$ cat src/rtl/hbp_pkg.sv
package hbp_pkg;
    typedef enum logic [1:0] {
        LD_NONE = 2'b00,
        LD_LO   = 2'b01,
        LD_HI   = 2'b10,
        LD_BYTE = 2'b11
    } core_ld_e;
endpackage

$ cat src/rtl/hbp_sync.sv
module hbp_sync #(
    parameter int W       = 1,
    parameter int STAGES  = 2,
    parameter logic RST_V = 1'b0
) (
    input  logic         clk,
    input  logic         rst_n,
    input  logic [W-1:0] din,
    output logic [W-1:0] dout
);
    typedef struct packed {
        logic [STAGES-1:0][W-1:0] pipe;
    } sync_t;

    sync_t st_d, st_q;

    always_comb begin
        st_d = st_q;
        st_d.pipe[0] = din;
        for (int i = 1; i < STAGES; i++) begin
            st_d.pipe[i] = st_q.pipe[i-1];
        end
    end

    always_ff @(posedge clk or negedge rst_n) begin
        if (!rst_n) st_q <= {(STAGES*W){RST_V}};
        else        st_q <= st_d;
    end

    assign dout = st_q.pipe[STAGES-1];
endmodule

$ cat src/rtl/hbp_decode.sv
module hbp_decode (
    input  logic clk,
    input  logic rst_n,
    input  logic bus_mode_n,
    input  logic rd_s,
    input  logic cs_s,
    input  logic wr_s,
    output logic host_rd,
    output logic host_wr_low,
    output logic wr_rise
);
    typedef struct packed {
        logic wr_prev;
    } dec_t;

    dec_t st_d, st_q;
    logic selected;

    always_comb begin
        selected    = !bus_mode_n && !cs_s;
        host_rd     = selected && !rd_s;
        host_wr_low = selected && !wr_s;
        wr_rise     = selected && wr_s && !st_q.wr_prev;
        st_d        = st_q;
        st_d.wr_prev = wr_s;
    end

    always_ff @(posedge clk or negedge rst_n) begin
        if (!rst_n) st_q <= '{wr_prev: 1'b1};
        else        st_q <= st_d;
    end

    // no host action while chip select is high
    a_r6_cs_gate: assert property (@(posedge clk) disable iff (!rst_n)
        cs_s |-> (!host_rd && !wr_rise && !host_wr_low));
    // no host action outside bus mode
    a_r7_mode_gate: assert property (@(posedge clk) disable iff (!rst_n)
        bus_mode_n |-> (!host_rd && !wr_rise));
    // a rise is reported only after the strobe was low
    a_r5_rise_after_low: assert property (@(posedge clk) disable iff (!rst_n)
        wr_rise |-> !$past(wr_s));
endmodule

$ cat src/rtl/hbp_latch.sv
module hbp_latch
    import hbp_pkg::*;
#(
    parameter int DW = 8
) (
    input  logic          clk,
    input  logic          rst_n,
    input  logic [1:0]    core_load,
    input  logic [DW-1:0] core_data,
    input  logic          rdy_req,
    input  logic          drv_en,
    input  logic          host_rd,
    input  logic          host_wr_low,
    input  logic          wr_rise,
    input  logic [DW-1:0] bus_data,
    output logic [DW-1:0] q,
    output logic          oe,
    output logic          rdy
);
    localparam int NIB = DW / 2;

    typedef struct packed {
        logic [DW-1:0] q;
        logic [DW-1:0] wdat;
        logic          oe;
        logic          rdy;
    } lat_t;

    lat_t st_d, st_q;
    core_ld_e ld;

    always_comb begin
        ld   = core_ld_e'(core_load);
        st_d = st_q;
        if (host_wr_low) st_d.wdat = bus_data;
        if (wr_rise) begin
            st_d.q = st_q.wdat;
        end else begin
            case (ld)
                LD_LO:   st_d.q[NIB-1:0]  = core_data[NIB-1:0];
                LD_HI:   st_d.q[DW-1:NIB] = core_data[NIB-1:0];
                LD_BYTE: st_d.q           = core_data;
                default: ;
            endcase
        end
        if (wr_rise)      st_d.rdy = 1'b0;
        else if (rdy_req) st_d.rdy = 1'b1;
        st_d.oe = host_rd || drv_en;
    end

    always_ff @(posedge clk or negedge rst_n) begin
        if (!rst_n) st_q <= '0;
        else        st_q <= st_d;
    end

    assign q   = st_q.q;
    assign oe  = st_q.oe;
    assign rdy = st_q.rdy;

    // ready request sets the flag when no host write competes
    a_r8_rdy_set: assert property (@(posedge clk) disable iff (!rst_n)
        (rdy_req && !wr_rise) |=> rdy);
    // host write always clears ready
    a_r9_wr_clears: assert property (@(posedge clk) disable iff (!rst_n)
        wr_rise |=> !rdy);
    // latch holds when neither side writes
    a_r2_hold: assert property (@(posedge clk) disable iff (!rst_n)
        (core_load == 2'b00 && !wr_rise) |=> $stable(q));
    // drive enable alone turns the drivers on
    a_r3_drv_on: assert property (@(posedge clk) disable iff (!rst_n)
        drv_en |=> oe);
    // host read turns the drivers on
    a_r4_rd_on: assert property (@(posedge clk) disable iff (!rst_n)
        host_rd |=> oe);
endmodule

$ cat src/rtl/hbp_port.sv
module hbp_port #(
    parameter int DW     = 8,
    parameter int STAGES = 2
) (
    input  logic          clk,
    input  logic          rst_n,
    input  logic          bus_mode_n,
    input  logic          rd_n,
    input  logic          cs_n,
    input  logic          wr_n,
    input  logic [DW-1:0] l_din,
    input  logic [1:0]    core_load,
    input  logic [DW-1:0] core_data,
    input  logic          drv_en,
    input  logic          rdy_req,
    output logic [DW-1:0] l_dout,
    output logic          l_oe,
    output logic [DW-1:0] q_out,
    output logic          rdy
);
    logic [2:0]    strb_s;
    logic [DW-1:0] data_s;
    logic          host_rd, host_wr_low, wr_rise;

    hbp_sync #(.W(3), .STAGES(STAGES), .RST_V(1'b1)) u_strb_sync (
        .clk(clk), .rst_n(rst_n), .din({rd_n, cs_n, wr_n}), .dout(strb_s));

    hbp_sync #(.W(DW), .STAGES(STAGES), .RST_V(1'b0)) u_data_pipe (
        .clk(clk), .rst_n(rst_n), .din(l_din), .dout(data_s));

    hbp_decode u_decode (
        .clk(clk), .rst_n(rst_n), .bus_mode_n(bus_mode_n),
        .rd_s(strb_s[2]), .cs_s(strb_s[1]), .wr_s(strb_s[0]),
        .host_rd(host_rd), .host_wr_low(host_wr_low), .wr_rise(wr_rise));

    hbp_latch #(.DW(DW)) u_latch (
        .clk(clk), .rst_n(rst_n), .core_load(core_load), .core_data(core_data),
        .rdy_req(rdy_req), .drv_en(drv_en), .host_rd(host_rd),
        .host_wr_low(host_wr_low), .wr_rise(wr_rise), .bus_data(data_s),
        .q(q_out), .oe(l_oe), .rdy(rdy));

    assign l_dout = q_out;

    // reset state seen right after reset release
    a_r1_reset: assert property (@(posedge clk)
        $rose(rst_n) |-> (q_out == '0 && !rdy && !l_oe));
endmodule

$ cat config.mk
export PLATFORM = sky130hd
export DESIGN_NAME = hbp_port
export DESIGN_NICKNAME = d
export VERILOG_FILES = /design/src/rtl/hbp_pkg.sv /design/src/rtl/hbp_sync.sv /design/src/rtl/hbp_decode.sv /design/src/rtl/hbp_latch.sv /design/src/rtl/hbp_port.sv
export SDC_FILE = /design/constraint.sdc
export NUM_CORES = 1
export LEC_CHECK = 0
export BUFFER_PORTS_ARGS = -buffer_cell sky130_fd_sc_hd__buf_4
export CORE_UTILIZATION = 30
export DETAILED_ROUTE_END_ITERATION = 8
export PLACE_DENSITY = 0.6
export SYNTH_ARGS = -nofsm -noshare
export SYNTH_HDL_FRONTEND = slang
export SYNTH_SLANG_ARGS = --single-unit
$ cat constraint.sdc
create_clock -name clk -period 1.75 [get_ports clk]
set_input_delay 0.2625 -clock clk [delete_from_list [all_inputs] [get_ports clk]]
set_output_delay 0.2625 -clock clk [all_outputs]
set_load 0.02 [all_outputs]
==> results.cfg, run 1 <==
[run_status]
status = complete, no violations

[power_and_ir_drop]
p_per_area_mw_per_mm2 = 1030
leakage_nw = 0.866
p_total_mw = 1.95
vdd_ir_drop_max_mv = 0.540

[floorplan]
io_pins = 44
dieHeight_microns = 73.2
die_w_microns = 73.2
initial_core_util_pct = 31.7
core-area_sq_mm = 0.00479
dieArea_sq_mm = 0.00535
rows = 25

[clock_tree]
cts_tree = yes
cts-root-buf = clkbuf_8
clock_latency_ns = 0.29
cts_max_level = 2
path_clk_slew_ns = 0.07
clock-sinks = 41
clockBufferDepth = 2
cts_setup_buffers = 0
cts_made_buffers = 5

[timing]
setup_violations = 0
rsz0062_at_grt = false
slew_headroom_pct = 67.8
drv_slew = 0
max_slew.worst_pin.slew_ns = 0.483
fmax_mhz = 741
fin_crit_sh_pct = 77.1
clock_skew_ns = 0.00749
finalHoldViolations = 0
fin_tns_setup_ns = 0
min_period_ns = 1.35
whs_ns = 0.0815

[drt]
route.detailed.drc = 0
ant_nets = 0
drt_iter0_drc = 75
drt_pass1_iterations = 4
routedWlPerCell_microns = 11.4
vias = 792
vias_per_cell = 3.90
wl_mm = 2.32

[placed_design]
postPlaceCellArea_sq_mm = 0.00179
hpwl_mm = 1.67
gp_congestion = 0.704
port_buffers = 43

[setup_path]
r2r_cells = 4
crit_required_ns = 1.92
r2r_start = u_strb_sync.dout[0]
worstSetupStartpoint = u_strb_sync.dout[0]
worst-path-max-fanout = 17
start_kind = flop
end_kind = flop
path_class = reg2reg
cp_data_arrival_time_ns = 1.52

[worst_hold_path]
worstHoldPathCells = 1
worst_hold_path_type = in2reg
hp-start = l_din[2]

[layout]
syn_to_final_growth_pct = 24.1
final_layout_size_suffix_gt1_share_pct = 52.9
final_cell_area_sq_mm = 0.00188
n_antenna_cell = 0
fin_util_pct = 39.4
fin_nets = 161

[yosys]
synth_edf_count = 0
syn_nets = 128
yosys.area.top_type = dfrtp_1
synth_area_per_cell_sq_um = 14.9
synthTopCellsByArea = dfrtp_1 56%, dfstp_2 12%, buf_4 7.9%
ys_seq_elements = 41
synth_common_cells = 34 x dfrtp_1, 16 x buf_4, 8 x mux2_2, 8 x mux2i_1, 7 x dfstp_2
postSynthCellCount = 102
synth_area_sq_mm = 0.00152
ys_types = 17
async_flop_share_pct = 100
ys.flop_type = dfrtp_1
yosysMostFrequentCell = dfrtp_1
synth_top_area_share_pct = 56.0
seq_area_frac_synth_pct = 68.1
synth_warnings = 0

[global_routing]
grt_pass1_vias = 787
grt_first_pass_wirelength_mm = 3.77
grt_usage_pct = 9.87
overflow = 0
grt_start_max_net_pins = 42
antenna_found_initial = 0

[run]
drv_cap = 0
[cell type report]
type	count	area, sq um
fillers	454	2900
flip-flops and latches	41	1030
multi-input cells	42	344
repair buffers	45	340
well taps	67	83.8
clock buffers	7	76.3
clock inverters	1	5.00
[routing by layer]
layer / track usage (%) / share of wire [%]
met1: 12.6 / 44
met2: 14.1 / 47
met3: 4.28 / 7.4
met4: 5.23 / 2.3
met5: 0 / 0
[metrics by stage]
step / std cells / setup WS (ns)
final: 203 / 0.401
after global routing: 203 / 0.343
after CTS: 203 / 0.402
after detailed placement: 194 / 0.412
after global placement: 194 / 0.438
after floorplan: 102 / 0.459
[layout by cell type (no fill, tap or decap), types with 2 or more instances in the layout]
| master | synthesis | final |
|---|---|---|
| buf_4 | 16 | 44 |
| dfrtp_1 | 34 | 34 |
| mux2i_1 | 8 | 8 |
| a21o_2 | 4 | 4 |
| nor2_1 | 6 | 6 |
| clkbuf_1 | 0 | 2 |
| a211oi_1 | 4 | 4 |
| mux2_2 | 8 | 8 |
| nand2_1 | 4 | 4 |
| o21ai_0 | 4 | 4 |
| dfstp_2 | 7 | 7 |
| clkbuf_8 | 0 | 5 |
[path summary, 6_finish.rpt]
check,slack [ns],end
setup / recovery,0.40,u_latch.q[7]
hold / removal,0.08,u_data_pipe.st_d[10]
setup reg to reg,0.40,u_latch.q[7]
hold reg to reg,0.35,u_data_pipe.dout[7]
max in group asynchronous,0.91,u_strb_sync.st_d[3]
min in group asynchronous,0.48,u_latch.q[3]
[sequential cells by signal, summed over array words and instances, names as in the netlist, 3 cells and up]
register,flops
u_strb_sync.st_d,3
u_strb_sync.dout,3
u_latch.q,8
u_data_pipe.st_d,8
u_latch.st_q,8
u_data_pipe.dout,8
[kinds of logic (layout without fill, tap and decap cells)]
family	after synthesis	in the layout	share of synthesized area (%)
simple gates	14	14	5.85
flops	41	41	68.1
buf+inv	19	53	9.23
mux	16	16	11.2
compound gates	12	12	5.60
[where the power goes]
group / internal, mW / leakage [nW] / switching [mW]
Clock: 0.279 / 0.0422 / 0.280
Sequential: 1.04 / 0.469 / 0.0516
Combinational: 0.154 / 0.355 / 0.142
[what timing repair did]
action                    in CTS  in global routing
gates resized for setup        0                  0
hold endpoints to repair      34                  0
hold buffers                   1                  0
[worst max-delay path, stage by stage (launching register included)]
cell	delay, ns
dfstp_2	0.56
nor4b_4	0.19
buf_4	0.23
a211oi_1	0.07
a21o_2	0.19
Note: power is estimated with default switching activity, not from simulation.
==> run 2: changes to the inputs <==
PLACE_DENSITY = 0.62   (was 0.6)
clock period = 1.2 ns   (was 1.75 ns; I/O delays follow)
==> run 2 against run 1 <==
  * The flow now finishes with violations (negative setup slack)
  * Routed wire length grew 12%
  * Core utilization grew 6.0 points
  * Combinational power grew 78%
  * Critical path type unchanged
  * Largest cell class unchanged
  * Highest routed layer unchanged
==> results.cfg, run 2 (same netlist as run 1, synthesis figures left out) <==
[run_status]
status = finished, violations left
violations = negative setup slack

[placed_design]
port_buffers = 43
placedCellCount = 197
pre_cts_slack_ns = -0.0525
postPlaceCellArea_sq_mm = 0.00183
gp_congestion = 0.767
hpwl_mm = 1.84

[timing]
slew_headroom_pct = 68.1
setup_ws_ns = -0.0763
fmax_mhz = 783
fin_crit_sh_pct = 106
rsz0062_at_grt = true
clock_skew_ns = 0.00685
drv_slew = 0
finalHoldViolations = 0
max_slew.worst_pin.slew_ns = 0.479
min_period_ns = 1.28
setup_violations = 17

[clock_tree]
cts_made_buffers = 5
cts_tree = yes
clock_latency_ns = 0.28
clockBufferDepth = 2
path_clk_slew_ns = 0.07
cts-root-buf = clkbuf_8
cts_max_level = 2
clock-sinks = 41

[layout]
syn_to_final_growth_pct = 43.0
fin_util_pct = 45.4
final_cell_mix = 47 x buf_4, 34 x dfrtp_1, 12 x dlygate4sd3_1
stdcell_count = 221
fin_nets = 179
final_cell_area_sq_mm = 0.00217
fillCellCount = 427
n_antenna_cell = 0
layout_commonest_cell = buf_4
final_layout_size_suffix_gt1_share_pct = 58.4

[power_and_ir_drop]
vdd_ir_drop_max_mv = 0.821
p_total_mw = 3.23
leakage_nw = 1.01
p_per_area_mw_per_mm2 = 1490

[setup_path]
cpMaxStageDelayCell = dfstp_2
path_class = reg2reg
worst-path-max-fanout = 5
start_kind = flop
path_cells = nor4b_4, buf_6, a211oi_1, a21o_2
cp_data_arrival_time_ns = 1.46
max_stage_delay_ns = 0.53
end_kind = flop
crit_required_ns = 1.38

[global_routing]
grt_pass1_vias = 903
grt_start_max_net_pins = 42
overflow = 0
antenna_found_initial = 0
grt_usage_pct = 10.8
grt_first_pass_wirelength_mm = 4.13

[worst_hold_path]
worst_hold_path_type = in2reg

[drt]
wl_mm = 2.60
ant_nets = 0
vias = 897
drt_iter0_drc = 20
vias_per_cell = 4.06
route.detailed.drc = 0
drt_pass1_iterations = 3
routedWlPerCell_microns = 11.7

[floorplan]
die_w_microns = 73.2
rows = 25
dieArea_sq_mm = 0.00535
io_pins = 44
initial_core_util_pct = 31.7
core-area_sq_mm = 0.00479
dieHeight_microns = 73.2

[run]
drv_cap = 0
## run 2: layer usage
layer	GRT usage (%)	routed length [microns]	part of all wire, %	up-vias
li1	-	-	-	430
met1	12.1	1010	39	438
met2	17.2	1410	54	24
met3	4.42	140	5.4	5
met4	6.32	32	1.2	0
met5	0	0	0	-
## run 2: power breakdown
part           switching, mW  leakage (nW)  internal [mW]
clock network          0.420        0.0585          0.677
logic                  0.231         0.487          0.297
registers             0.0855         0.469           1.52
total                  0.736          1.01           2.49
## run 2: metrics by stage
stage                     hold WS, ns  TNS [ns]
after floorplan                -0.116    -0.552
after global placement          0.169    -0.258
after detailed placement        0.177    -0.510
after CTS                      0.0734    -0.491
after global routing           0.0717     -1.74
final                          0.0831    -0.749
## run 2: critical path, delay by kind of cell (launching register included)
family / cells / cell delay, ns
AO/OA/AOI/OAI: 2 / 0.24
AND/OR/NAND/NOR: 1 / 0.23
buffers and inverters: 1 / 0.17
flip-flops: 1 / 0.53
## run 2: what timing repair did
action,4_1_cts,5_1_grt
hold endpoints to repair,45,0
cloned,0,1
buffers inserted,1,2
hold buffers,12,0
pin swaps,0,1
resized for setup,4,18
endpoints found under the setup margin,16,17
## run 2: layout make-up
class,count,area (sq um),share of cell area (%)
Clock buffer,7,86.3,3.97
Clock inverter,1,30.0,1.38
Multi-Input combinational cell,42,410,18.9
Sequential cell,41,1030,47.6
Tap cell,67,83.8,3.86
Timing Repair Buffer,63,527,24.3
## run 2: final timing paths
kind	endpoint	depth (start not counted)	slack, ns	startpoint
worst min-delay path	u_latch.oe	2	0.08	drv_en
max in group asynchronous	u_strb_sync.st_d[5]	2	0.45	rst_n
worst min register to register	u_data_pipe.dout[1]	0	0.35	u_data_pipe.st_d[9]
min in group asynchronous	u_latch.oe	2	0.40	rst_n
worst max register to register	u_latch.q[7]	4	-0.08	u_strb_sync.dout[0]
worst max-delay path	u_latch.q[7]	4	-0.08	u_strb_sync.dout[0]
